**config.mk**
```make
export PLATFORM = sky130hd
export DESIGN_NAME = ts_out_formatter
export DESIGN_NICKNAME = d
export VERILOG_FILES = /design/src/rtl/ts_out_formatter.sv
export SDC_FILE = /design/constraint.sdc
export NUM_CORES = 1
export LEC_CHECK = 0
export CORE_ASPECT_RATIO = 1.5
export CORE_MARGIN = 3
export CORE_UTILIZATION = 35
export CTS_CLUSTER_DIAMETER = 40
export DETAILED_ROUTE_END_ITERATION = 10
export DONT_BUFFER_PORTS = 1
export PLACE_DENSITY = 0.59
export SLEW_MARGIN = 20
export SYNTH_ARGS = -nofsm -noshare
export SYNTH_HDL_FRONTEND = slang
export SYNTH_SLANG_ARGS = --single-unit
```
**constraint.sdc**
```tcl
create_clock -name clk -period 2.1 [get_ports clk]
set_clock_uncertainty 0.15 [all_clocks]
set_input_delay 0.315 -clock clk [delete_from_list [all_inputs] [get_ports clk]]
set_output_delay 0.315 -clock clk [all_outputs]
set_load 0.01 [all_outputs]
```
**src/rtl/ts_out_formatter.sv**
```systemverilog
module ts_out_formatter #(
  parameter int BIT_HALF = 1
) (
  input  logic       clk,
  input  logic       rst_n,
  input  logic       in_valid,
  input  logic [7:0] in_data,
  input  logic       in_sop,
  input  logic       in_uncor,
  input  logic       rs_inhibit,
  input  logic       ei_inhibit,
  input  logic       ser_en,
  output logic [7:0] par_data,
  output logic       par_den,
  output logic       par_sync,
  output logic       par_uncor,
  output logic       ser_clk,
  output logic       ser_data,
  output logic       ser_den,
  output logic       ser_sync,
  output logic       ser_uncor
);
  localparam int BIT_CYC = 2 * BIT_HALF;
  localparam int PW = (BIT_CYC > 1) ? $clog2(BIT_CYC) : 1;
  localparam logic [PW-1:0] PH_LAST = PW'(BIT_CYC - 1);
  localparam logic [PW-1:0] PH_HI   = PW'(BIT_HALF);

  logic after_sop, pkt_bad;
  logic busy, s_sync, s_unc;
  logic [7:0] sh;
  logic [PW-1:0] ph;
  logic [2:0] bitn;

  wire bad_now  = in_sop ? in_uncor : pkt_bad;
  wire force_ei = !in_sop && after_sop && pkt_bad && !rs_inhibit && !ei_inhibit;
  wire [7:0] fmt = {in_data[7] | force_ei, in_data[6:0]};

  always_ff @(posedge clk or negedge rst_n) begin
    if (!rst_n) begin
      par_data  <= '0;
      par_den   <= 1'b0;
      par_sync  <= 1'b0;
      par_uncor <= 1'b0;
      after_sop <= 1'b0;
      pkt_bad   <= 1'b0;
    end else begin
      par_den  <= in_valid;
      par_sync <= in_valid && in_sop;
      if (in_valid) begin
        par_data  <= fmt;
        after_sop <= in_sop;
        if (in_sop) begin
          pkt_bad   <= in_uncor;
          par_uncor <= in_uncor;
        end
      end
    end
  end

  always_ff @(posedge clk or negedge rst_n) begin
    if (!rst_n) begin
      busy   <= 1'b0;
      sh     <= '0;
      ph     <= '0;
      bitn   <= '0;
      s_sync <= 1'b0;
      s_unc  <= 1'b0;
    end else if (!ser_en) begin
      busy <= 1'b0;
    end else if (in_valid) begin
      busy   <= 1'b1;
      sh     <= fmt;
      ph     <= '0;
      bitn   <= '0;
      s_sync <= in_sop;
      s_unc  <= bad_now;
    end else if (busy) begin
      if (ph == PH_LAST) begin
        ph <= '0;
        sh <= {sh[6:0], 1'b0};
        if (bitn == 3'd7) busy <= 1'b0;
        else bitn <= bitn + 3'd1;
      end else begin
        ph <= ph + PW'(1);
      end
    end
  end

  assign ser_den   = busy;
  assign ser_clk   = busy && (ph >= PH_HI);
  assign ser_data  = busy && sh[7];
  assign ser_sync  = busy && s_sync;
  assign ser_uncor = busy && s_unc;

  p_den_follows_r1: assert property (@(posedge clk) disable iff (!rst_n)
    in_valid |=> par_den);
  p_den_idle_r1: assert property (@(posedge clk) disable iff (!rst_n)
    !in_valid |=> !par_den);
  p_sync_valid_r2: assert property (@(posedge clk) disable iff (!rst_n)
    par_sync |-> par_den);
  p_data_stable_r5: assert property (@(posedge clk) disable iff (!rst_n)
    ser_clk |-> $stable(ser_data));
  p_clk_gated_r6: assert property (@(posedge clk) disable iff (!rst_n)
    !ser_den |-> (!ser_clk && !ser_data));
  p_ser_sync_r7: assert property (@(posedge clk) disable iff (!rst_n)
    ser_sync |-> ser_den);
  p_ser_off_r8: assert property (@(posedge clk) disable iff (!rst_n)
    !ser_en |=> !ser_den);
endmodule

```
# Word-level counts from Yosys, hierarchy flattened
# Index checks and enable logic that the tools add are counted.
# totals
ff_bits	28
inputBits	16
out_inout_bits	16
# classes
n_lt_le_gt_ge	1
add_sub_neg	2
reduce_logical	19
n_mux	16
eq_ne	2
bitwise	1
# op_table
op	n
$mux W8	3
$mux W3	4
$logic_and A1 B1 Y1	9
$mux W1	9
$reduce_and A2 Y1	3
$reduce_and A4 Y1	1
$reduce_bool A2 Y1	2
$add A3 B1 Y3 const B	1
$eq A3 B3 Y1 const B	1
$logic_not A1 Y1	3
$reduce_and A3 Y1	1
$ne A2 B2 Y1 const B	1
$add A1 B1 Y1 const B	1
$ge A1 B1 Y1 const B	1
$or A1 B1 Y1	1

# Depth between registers and ports, before layout
# Gate-level depths: netlist of run 1.
# depth
word_depth	7
mapped_depth	5
depth_no_buf	5

# Worst setup path after synthesis of run 1
# OpenSTA, ideal clock, no wires.
# synth_timing
path_kind	register -> register
from	register bitn[0]
to	register bitn[0]
t_arrival_ps	1554
period_less_slack_ps	1773
setup_ps	69
path_slack_ps	327
path_buffers	0
path_stages_with_launch	6
path_cell_list	dfrtp_1 ha_1 ha_1 nand3b_2 or4b_1 nand3_1
# synth_via
elab_chain_cells	5
elab_cells_between_ends	8
classes_between	add/sub (1); eq/ne (2); mux (4); reduce/logical (1)
# synth_rtl
element	line	source
from (decl)	32	logic [2:0] bitn;
from (signal assigned)	82	else bitn <= bitn + 3'd1;
$add A3 B1 Y3	82	
$mux W3	81	if (bitn == 3'd7) busy <= 1'b0;
$mux W3	78	if (ph == PH_LAST) begin
$mux W3	77	end else if (busy) begin
$mux W3	70	end else if (in_valid) begin
# Several ways; a longest one is shown, not always the timed one. The select of a mux whose other input is x is not followed.
# A chain may end at the register's enable or synchronous reset.

# Worst setup path in the final report of run 1
# Same ends and word-level chain as after synthesis.

==> metrics.md, run 1 <==
| Metric | Value |
|---|---|
| Result of the run | finished, final reports clean |
| Total Die Area | 4440 sq um |
| Final hold vios | 0 |
| Library cell occupying the most area in the post-synthesis netlist | sky130_fd_sc_hd__dfrtp_1 |
| Pin count of the biggest net entering global routing | 29 |
| Via density per instance | between 5 and 6 |
| Most used flip-flop cell after synthesis | sky130_fd_sc_hd__dfrtp_1 |
| Remaining routing DRC violations | 0 |
| Highest attainable clock frequency | around 520 MHz |
| Number of I/O port buffers | 0 |
| Wire length of the first global-routing pass | roughly 4.3 mm |
| Number of antenna-violating nets in the routed design | 0 |
| Post-synthesis sequential area ratio | 0.547 |
| Grt ovf | 0 |
| Fin crit share | 0.911 |
| Number of violations reported at the end of detailed-routing iteration 0 | 27 |
| Vias | 856 |
| Setup CP Type | flop to flop |
| Clock Path Buffers | 2 |
| Clock latency at the later pin of the worst-skew pair | 0.26 ns |
| CTS clock-pin slew for the worst setup and hold paths | ~0.09 ns |
| TritonCTS clock tree | done |
| Distinct cells, synth | 29 |
| Average footprint of a synthesized cell | around 11 sq um |
| Root Buffer Master | sky130_fd_sc_hd__clkbuf_8 |
| Crit path time final | roughly 1.9 ns |
| Floorplan die width | roughly 55 um |
| Leakage power total | 0.655 nW |
| Top-level port count | 32 |
| Type of element launching the critical path | flop |
| Post-synthesis instance area | between 1000 and 1500 sq um |
| Layout cell share with drive strength beyond 1 | 0.176 |
| Worst hold slack | roughly 0.0086 ns |
| Final net count | ~140 |
| Initial Utilization | 0.372 |
| Final HPWL from detailed placement | 1.70 mm |
| Dominant cells by area after synthesis | sky130_fd_sc_hd__dfrtp_1, sky130_fd_sc_hd__mux2_2, sky130_fd_sc_hd__o21ai_0 |
| Pwr per Cell Area | 844 nW/um^2 |
| Reg2reg path depth | 5 |
| Path class of the lowest-slack min-delay path | input pin to flop |
| Chip Height | roughly 80 um |
| Yosys Warn Count | 0 |
| Seq cells post-synth | 28 |
| Slew at the pin closest to its max-slew limit | approximately 0.45 ns |
| CP Data Arrival Time | just under 2 ns |
| Diode insertion count for antenna repair | 0 |
| Headroom to the max-slew limit | 0.697 |
| Total design power | 1.19 mW |
| Placed Cells | between 150 and 200 |
| Final estimated routing congestion in global placement | between 0.7 and 0.8 |
| Post-Route Setup TNS | 0 ns |
| Mean routed wirelength per cell | between 10 and 15 um |
| Setup Viol. Count Final | 0 |
| Core region area | between 3000 and 4000 sq um |
| Critical Path Sink Type | flop |
| Count of flip-flops with a built-in enable after synthesis | 0 |
| Asr flop ratio synth | 1.00 |
| Core Rows | 26 |
| Number of antenna violations at the first check in global routing | 0 |
| Count of fill cells added during filler insertion | roughly 370 |
| Max-capacitance violation count | 0 |
| WP data required | about 2.2 ns |
| Cell depth of the worst hold path | 1 |
| RSZ-0062 raised after global routing | no |
| Htree depth | 1 |
| Max rail drop VDD | a little over 0.0005 V |
| Global Route Usage Sum | 0.122 |
| Post-detailed-routing wire length | ~2.4 mm |
| Count of instances resized after the clock tree is built | 0 |
| Number of global-route vias before repair | 910 |
| Number of clock sinks | 28 |
| Largest fanout on the critical path | 4 |
| Detailed-routing iteration count for the pre-antenna-repair pass | 4 |
| Post-synthesis instance total | between 100 and 150 |
| Filler-free cell count of the finished design | between 150 and 200 |
| Net count after synthesis | 140 |
| Yosys top cell area share | 0.547 |
| Pins over their slew limit | 0 |
| TritonCTS buffer count | 3 |
| Area delta synth->final | 9.96% |
## through the flow
step | setup WS, ns | util | cell area (sq um)
finish | 0.186 | 0.409 | 1410
global route | 0.139 | 0.409 | 1410
CTS | 0.176 | 0.409 | 1410
detailed placement | 0.197 | 0.378 | 1300
global placement | 0.297 | 0.378 | 1300
floorplan | 0.327 | - | 1280
## worst max-delay path, cell delays in order, from the launching register on
cell                       delay (ns)
sky130_fd_sc_hd__dfrtp_1         0.42
sky130_fd_sc_hd__ha_1            0.21
sky130_fd_sc_hd__ha_1            0.20
sky130_fd_sc_hd__nand3b_2        0.25
sky130_fd_sc_hd__or4b_1          0.53
sky130_fd_sc_hd__nand3_1         0.10
## power breakdown
group / internal, mW / switching [mW]
logic: 0.101 / 0.0905
clock network: 0.167 / 0.152
registers: 0.620 / 0.0584
total: 0.888 / 0.301
## metal layers
layer  GRT usage  up-vias  routed length, um
met3      0.0289        4                124
met4      0.0438        0                 34
met5           0        -                  0
li1            -      411                  -
met1       0.150      420                990
met2       0.207       21               1290
## cell usage in the layout (no fill, tap or decap)
master	synthesis	layout
sky130_fd_sc_hd__a21o_1	2	2
sky130_fd_sc_hd__a21oi_1	5	5
sky130_fd_sc_hd__a221oi_1	1	1
sky130_fd_sc_hd__a22o_1	1	1
sky130_fd_sc_hd__a31oi_1	1	1
sky130_fd_sc_hd__and2_1	1	1
sky130_fd_sc_hd__and2_2	4	4
sky130_fd_sc_hd__and3_1	1	1
sky130_fd_sc_hd__buf_12	0	1
sky130_fd_sc_hd__buf_4	2	1
sky130_fd_sc_hd__clkbuf_8	0	4
sky130_fd_sc_hd__dfrtp_1	28	28
sky130_fd_sc_hd__dlygate4sd3_1	0	3
sky130_fd_sc_hd__ha_1	2	2
sky130_fd_sc_hd__inv_1	17	17
sky130_fd_sc_hd__mux2_2	10	10
sky130_fd_sc_hd__nand2_1	10	10
sky130_fd_sc_hd__nand3_1	2	2
sky130_fd_sc_hd__nand3b_1	2	2
sky130_fd_sc_hd__nand3b_2	1	1
sky130_fd_sc_hd__nand4_1	1	1
sky130_fd_sc_hd__nor2_1	3	3
sky130_fd_sc_hd__nor2b_1	3	3
sky130_fd_sc_hd__o211ai_1	1	1
sky130_fd_sc_hd__o21a_1	1	1
sky130_fd_sc_hd__o21ai_0	13	13
sky130_fd_sc_hd__o21ai_2	1	1
sky130_fd_sc_hd__o22ai_1	3	3
sky130_fd_sc_hd__or2b_1	1	1
sky130_fd_sc_hd__or4b_1	1	1
## final cells by class
| class | count | area [sq um] | area share |
|---|---|---|---|
| Clock buffer | 4 | 55.1 | 0.0391 |
| Inverter | 17 | 63.8 | 0.0453 |
| Multi-Input combinational cell | 71 | 479 | 0.340 |
| Sequential cell | 28 | 701 | 0.497 |
| Tap cell | 42 | 52.6 | 0.0373 |
| Timing Repair Buffer | 5 | 57.6 | 0.0409 |
## cell families after synthesis
family	count (synthesis)	share of synthesized area
and+or+nand+nor	30	0.133
DFF	28	0.547
buffers and inverters	23	0.0791
AOI/OAI and AO/OA	29	0.134
muxes	10	0.0879
adders and majority gates	2	0.0195
## registers in the layout (all words and copies together), names as in the netlist
| name | flops |
|---|---|
| sh | 8 |
| after_sop | 1 |
| par_data | 8 |
| bitn | 3 |
| s_sync | 1 |
| s_unc | 1 |
| par_sync | 1 |
| par_uncor | 1 |
| ph | 1 |
| ser_den | 1 |
| par_den | 1 |
| pkt_bad | 1 |
## Yosys cell counts, drive strengths merged (3+ instances only)
master / number
dfrtp: 28
inv: 17
clkbuf: 3
nor2b: 3
nor2: 3
buf: 3
o22ai: 3
nand3b: 3
and2: 5
mux2: 10
o21ai: 14
nand2: 10
a21oi: 5
## worst paths after layout
path	start	endpoint	slack (ns)
setup / recovery	bitn[0]$_DFFE_PN0P_	bitn[0]$_DFFE_PN0P_	0.19
hold / removal	in_valid	after_sop$_DFFE_PN0P_	0.009
setup reg to reg	bitn[0]$_DFFE_PN0P_	bitn[0]$_DFFE_PN0P_	0.19
hold reg to reg	pkt_bad$_DFFE_PN0P_	pkt_bad$_DFFE_PN0P_	0.33
max in group asynchronous	rst_n	after_sop$_DFFE_PN0P_	1.31
min in group asynchronous	rst_n	bitn[0]$_DFFE_PN0P_	0.34
## what timing repair did
item	4_1_cts	5_1_grt
hold buffers	4	0
buffers inserted	0	0
endpoints found under the hold margin	39	0
No activity file was read; power rests on OpenSTA's default activity.
==> run 2, diff against run 1 <==
Settings changed: CORE_ASPECT_RATIO 1.5 to not set.
==> metrics.md, run 2 (synthesized netlist as in run 1, its figures left out) <==
| Metric | Value |
|---|---|
| Met2 routed wirelength | 1.22 mm (-5.0%) |
| TritonCTS buffer count | 3 (unchanged) |
| Slew at the pin closest to its max-slew limit | 0.484 ns (+0.0311 ns) |
| CP cell instances | ha_1, ha_1, nand3b_2, or4b_1, nand3_1 |
| Core Rows | 21 (-19%) |
| Post-Route Setup TNS | 0 ns (unchanged) |
| Area delta synth->final | 10.4% |
| Initial Utilization | 0.372 (+0.000675) |
| Registers with the most flip-flops | par_data: 8 flops, sh: 8 flops, bitn: 3 flops |
| CP Data Arrival Time | 1.97 ns (about the same) |
| Global Route Usage Sum | 0.126 (+0.00418) |
| Family with the most delay on the worst path | simple AND/OR/NAND/NOR gates |
| Placed standard-cell area | 1310 sq um (+0.38%) |
| Vias | 868 (+1.4%) |
| Remaining routing DRC violations | 0 (unchanged) |
| Final HPWL from detailed placement | 1.68 mm (-1.2%) |
| Setup Viol. Count Final | 0 (unchanged) |
| Max rail drop VDD | 0.000234 V (-55%) |
| Mean routed wirelength per cell | 14.6 um (+0.39%) |
| Most used cells in the layout excluding fill and tap cells | sky130_fd_sc_hd__dfrtp_1, sky130_fd_sc_hd__inv_1, sky130_fd_sc_hd__o21ai_0 |
| Detailed-routing iteration count for the pre-antenna-repair pass | 4 (unchanged) |
| Largest fanout on the critical path | 4 (unchanged) |
| Count of fill cells added during filler insertion | 340 (-8.4%) |
| Post-detailed-routing wire length | 2.51 mm (+2.8%) |
| Terminus of the critical flop-to-flop path | bitn[0]$_DFFE_PN0P_ |
| Diode insertion count for antenna repair | 0 (unchanged) |
| Via density per instance | 5.08 (-0.97%) |
| Path class of the lowest-slack min-delay path | input pin to flop |
| Top-level port count | 32 (unchanged) |
| Fin crit share | 0.908 (-0.00355) |
| Headroom to the max-slew limit | 0.676 (-0.0208) |
| Slowest library cell on the worst path | sky130_fd_sc_hd__or4b_1 |
| Number of I/O port buffers | 0 (unchanged) |
| CTS clock-pin slew for the worst setup and hold paths | 0.09 ns (about the same) |
| Leakage power total | 0.655 nW (unchanged) |
| Cell depth of the worst hold path | 1 (unchanged) |
| Final estimated routing congestion in global placement | 0.706 (+0.58%) |
| Amount of wire on met3 after detailed routing | 148 um (+19%) |
| WP data required | 2.17 ns (+0.02 ns) |
| Wire length of the first global-routing pass | 4.11 mm (-4.8%) |
| Result of the run | finished, final reports clean |
| Pwr per Cell Area | 853 nW/um^2 (+1.1%) |
| Number of antenna-violating nets in the routed design | 0 (unchanged) |
| Core region area | 3440 sq um (-0.18%) |
| Pins over their slew limit | 0 (unchanged) |
| Crit path time final | 1.91 ns (-0.00746 ns) |
| Footprint of the multi-input gates | 479 sq um (unchanged) |
| RSZ-0062 raised after global routing | no |
| Count of instances resized after the clock tree is built | 0 (unchanged) |
| Cell area after layout | 1410 sq um (+0.36%) |
| Critical Path Sink Type | flop |
| Clock Path Buffers | 2 (unchanged) |
| Critical path's largest stage delay | 0.52 ns (about the same) |
| Root Buffer Master | sky130_fd_sc_hd__clkbuf_8 |
| Final hold vios | 0 (unchanged) |
| Floorplan die width | 66.5 um (+20%) |
| Dominant cell type by count on the critical path | sky130_fd_sc_hd__ha_1 |
| End of the worst hold path | sh[7]$_DFFE_PN0P_ |
| Uppermost signal routing layer after detailed routing | met4 |
| Launch instance of the worst min-delay path | in_valid |
| Met1 routed wirelength after detailed routing | 1.07 mm (+7.9%) |
| Clock latency at the later pin of the worst-skew pair | 0.27 ns (about the same) |
| Most common cell after layout, fill and taps aside | sky130_fd_sc_hd__dfrtp_1 |
| Cts hold-fix bufs | 4 (unchanged) |
| Layout cell share with drive strength beyond 1 | 0.176 (unchanged) |
| Number of violations reported at the end of detailed-routing iteration 0 | 49 (+81%) |
| Highest attainable clock frequency | 525 MHz (+0.39%) |
| Number of antenna violations at the first check in global routing | 0 (unchanged) |
| Number of global-route vias before repair | 897 (-1.4%) |
| Total Die Area | 4420 sq um (-0.33%) |
| Htree depth | 1 (unchanged) |
| Number of clock sinks | 28 (unchanged) |
| Max-capacitance violation count | 0 (unchanged) |
| RR Startpoint | bitn[0]$_DFFE_PN0P_ |
| Grt ovf | 0 (unchanged) |
| Setup CP Type | flop to flop |
| Post-CTS setup-driven buffer insertion count | 0 (unchanged) |
| CP Buf/Inv Count | 0 (unchanged) |
| Chip Height | 66.5 um (-17%) |
| Final net count | 144 (unchanged) |
| Worst reg2reg setup slack | 0.19 ns (about the same) |
| Reg2reg path depth | 5 (unchanged) |
| Sequential cell area in the final layout | 701 sq um (unchanged) |
| TritonCTS clock tree | done |
| Pin count of the biggest net entering global routing | 29 (unchanged) |
| Type of element launching the critical path | flop |
[run 2: how the worst max path moves through the flow]
stage                        startpoint             endpoint  slack [ns]  cells past startpoint
global placement    bitn[0]$_DFFE_PN0P_  bitn[0]$_DFFE_PN0P_        0.29                      5
floorplan           bitn[0]$_DFFE_PN0P_  bitn[0]$_DFFE_PN0P_        0.33                      5
global route        bitn[0]$_DFFE_PN0P_  bitn[0]$_DFFE_PN0P_        0.11                      5
detailed placement  bitn[0]$_DFFE_PN0P_  bitn[0]$_DFFE_PN0P_        0.20                      5
CTS                 bitn[0]$_DFFE_PN0P_  bitn[0]$_DFFE_PN0P_        0.18                      5
finish              bitn[0]$_DFFE_PN0P_  bitn[0]$_DFFE_PN0P_        0.19                      5
[run 2: routing by layer]
layer | up-vias | global-route usage
met4 | 0 | 0.0685
met1 | 431 | 0.145
met2 | 21 | 0.209
met3 | 5 | 0.0371
met5 | - | 0
li1 | 411 | -
[run 2: cell type report]
type	count	share of cell area
Timing Repair Buffer	5	0.0407
Clock buffer	4	0.0389
Inverter	17	0.0451
Sequential cell	28	0.496
Tap cell	46	0.0407
Multi-Input combinational cell	71	0.339
[run 2: report_power, final]
| group | switching (mW) | internal (mW) |
|---|---|---|
| logic | 0.0913 | 0.101 |
| clock network | 0.166 | 0.168 |
| registers | 0.0600 | 0.620 |
| total | 0.317 | 0.889 |
[run 2: worst register-to-register path, stage by stage, from the launching register on]
cell                       delay, ns
sky130_fd_sc_hd__dfrtp_1        0.41
sky130_fd_sc_hd__ha_1           0.21
sky130_fd_sc_hd__ha_1           0.20
sky130_fd_sc_hd__nand3b_2       0.25
sky130_fd_sc_hd__or4b_1         0.52
sky130_fd_sc_hd__nand3_1        0.10
[run 2: stage by stage]
step                hold WS (ns)  utilization  power (mW)  instances  setup slack [ns]
global placement          -0.130        0.380       0.847        163             0.294
detailed placement        -0.130        0.380       0.864        163             0.202
finish                    0.0168        0.411        1.21        171             0.193
CTS                      0.00494        0.411        1.23        171             0.183
global route             0.00843        0.411        1.27        171             0.109
floorplan                 -0.131            -       0.833        122             0.327
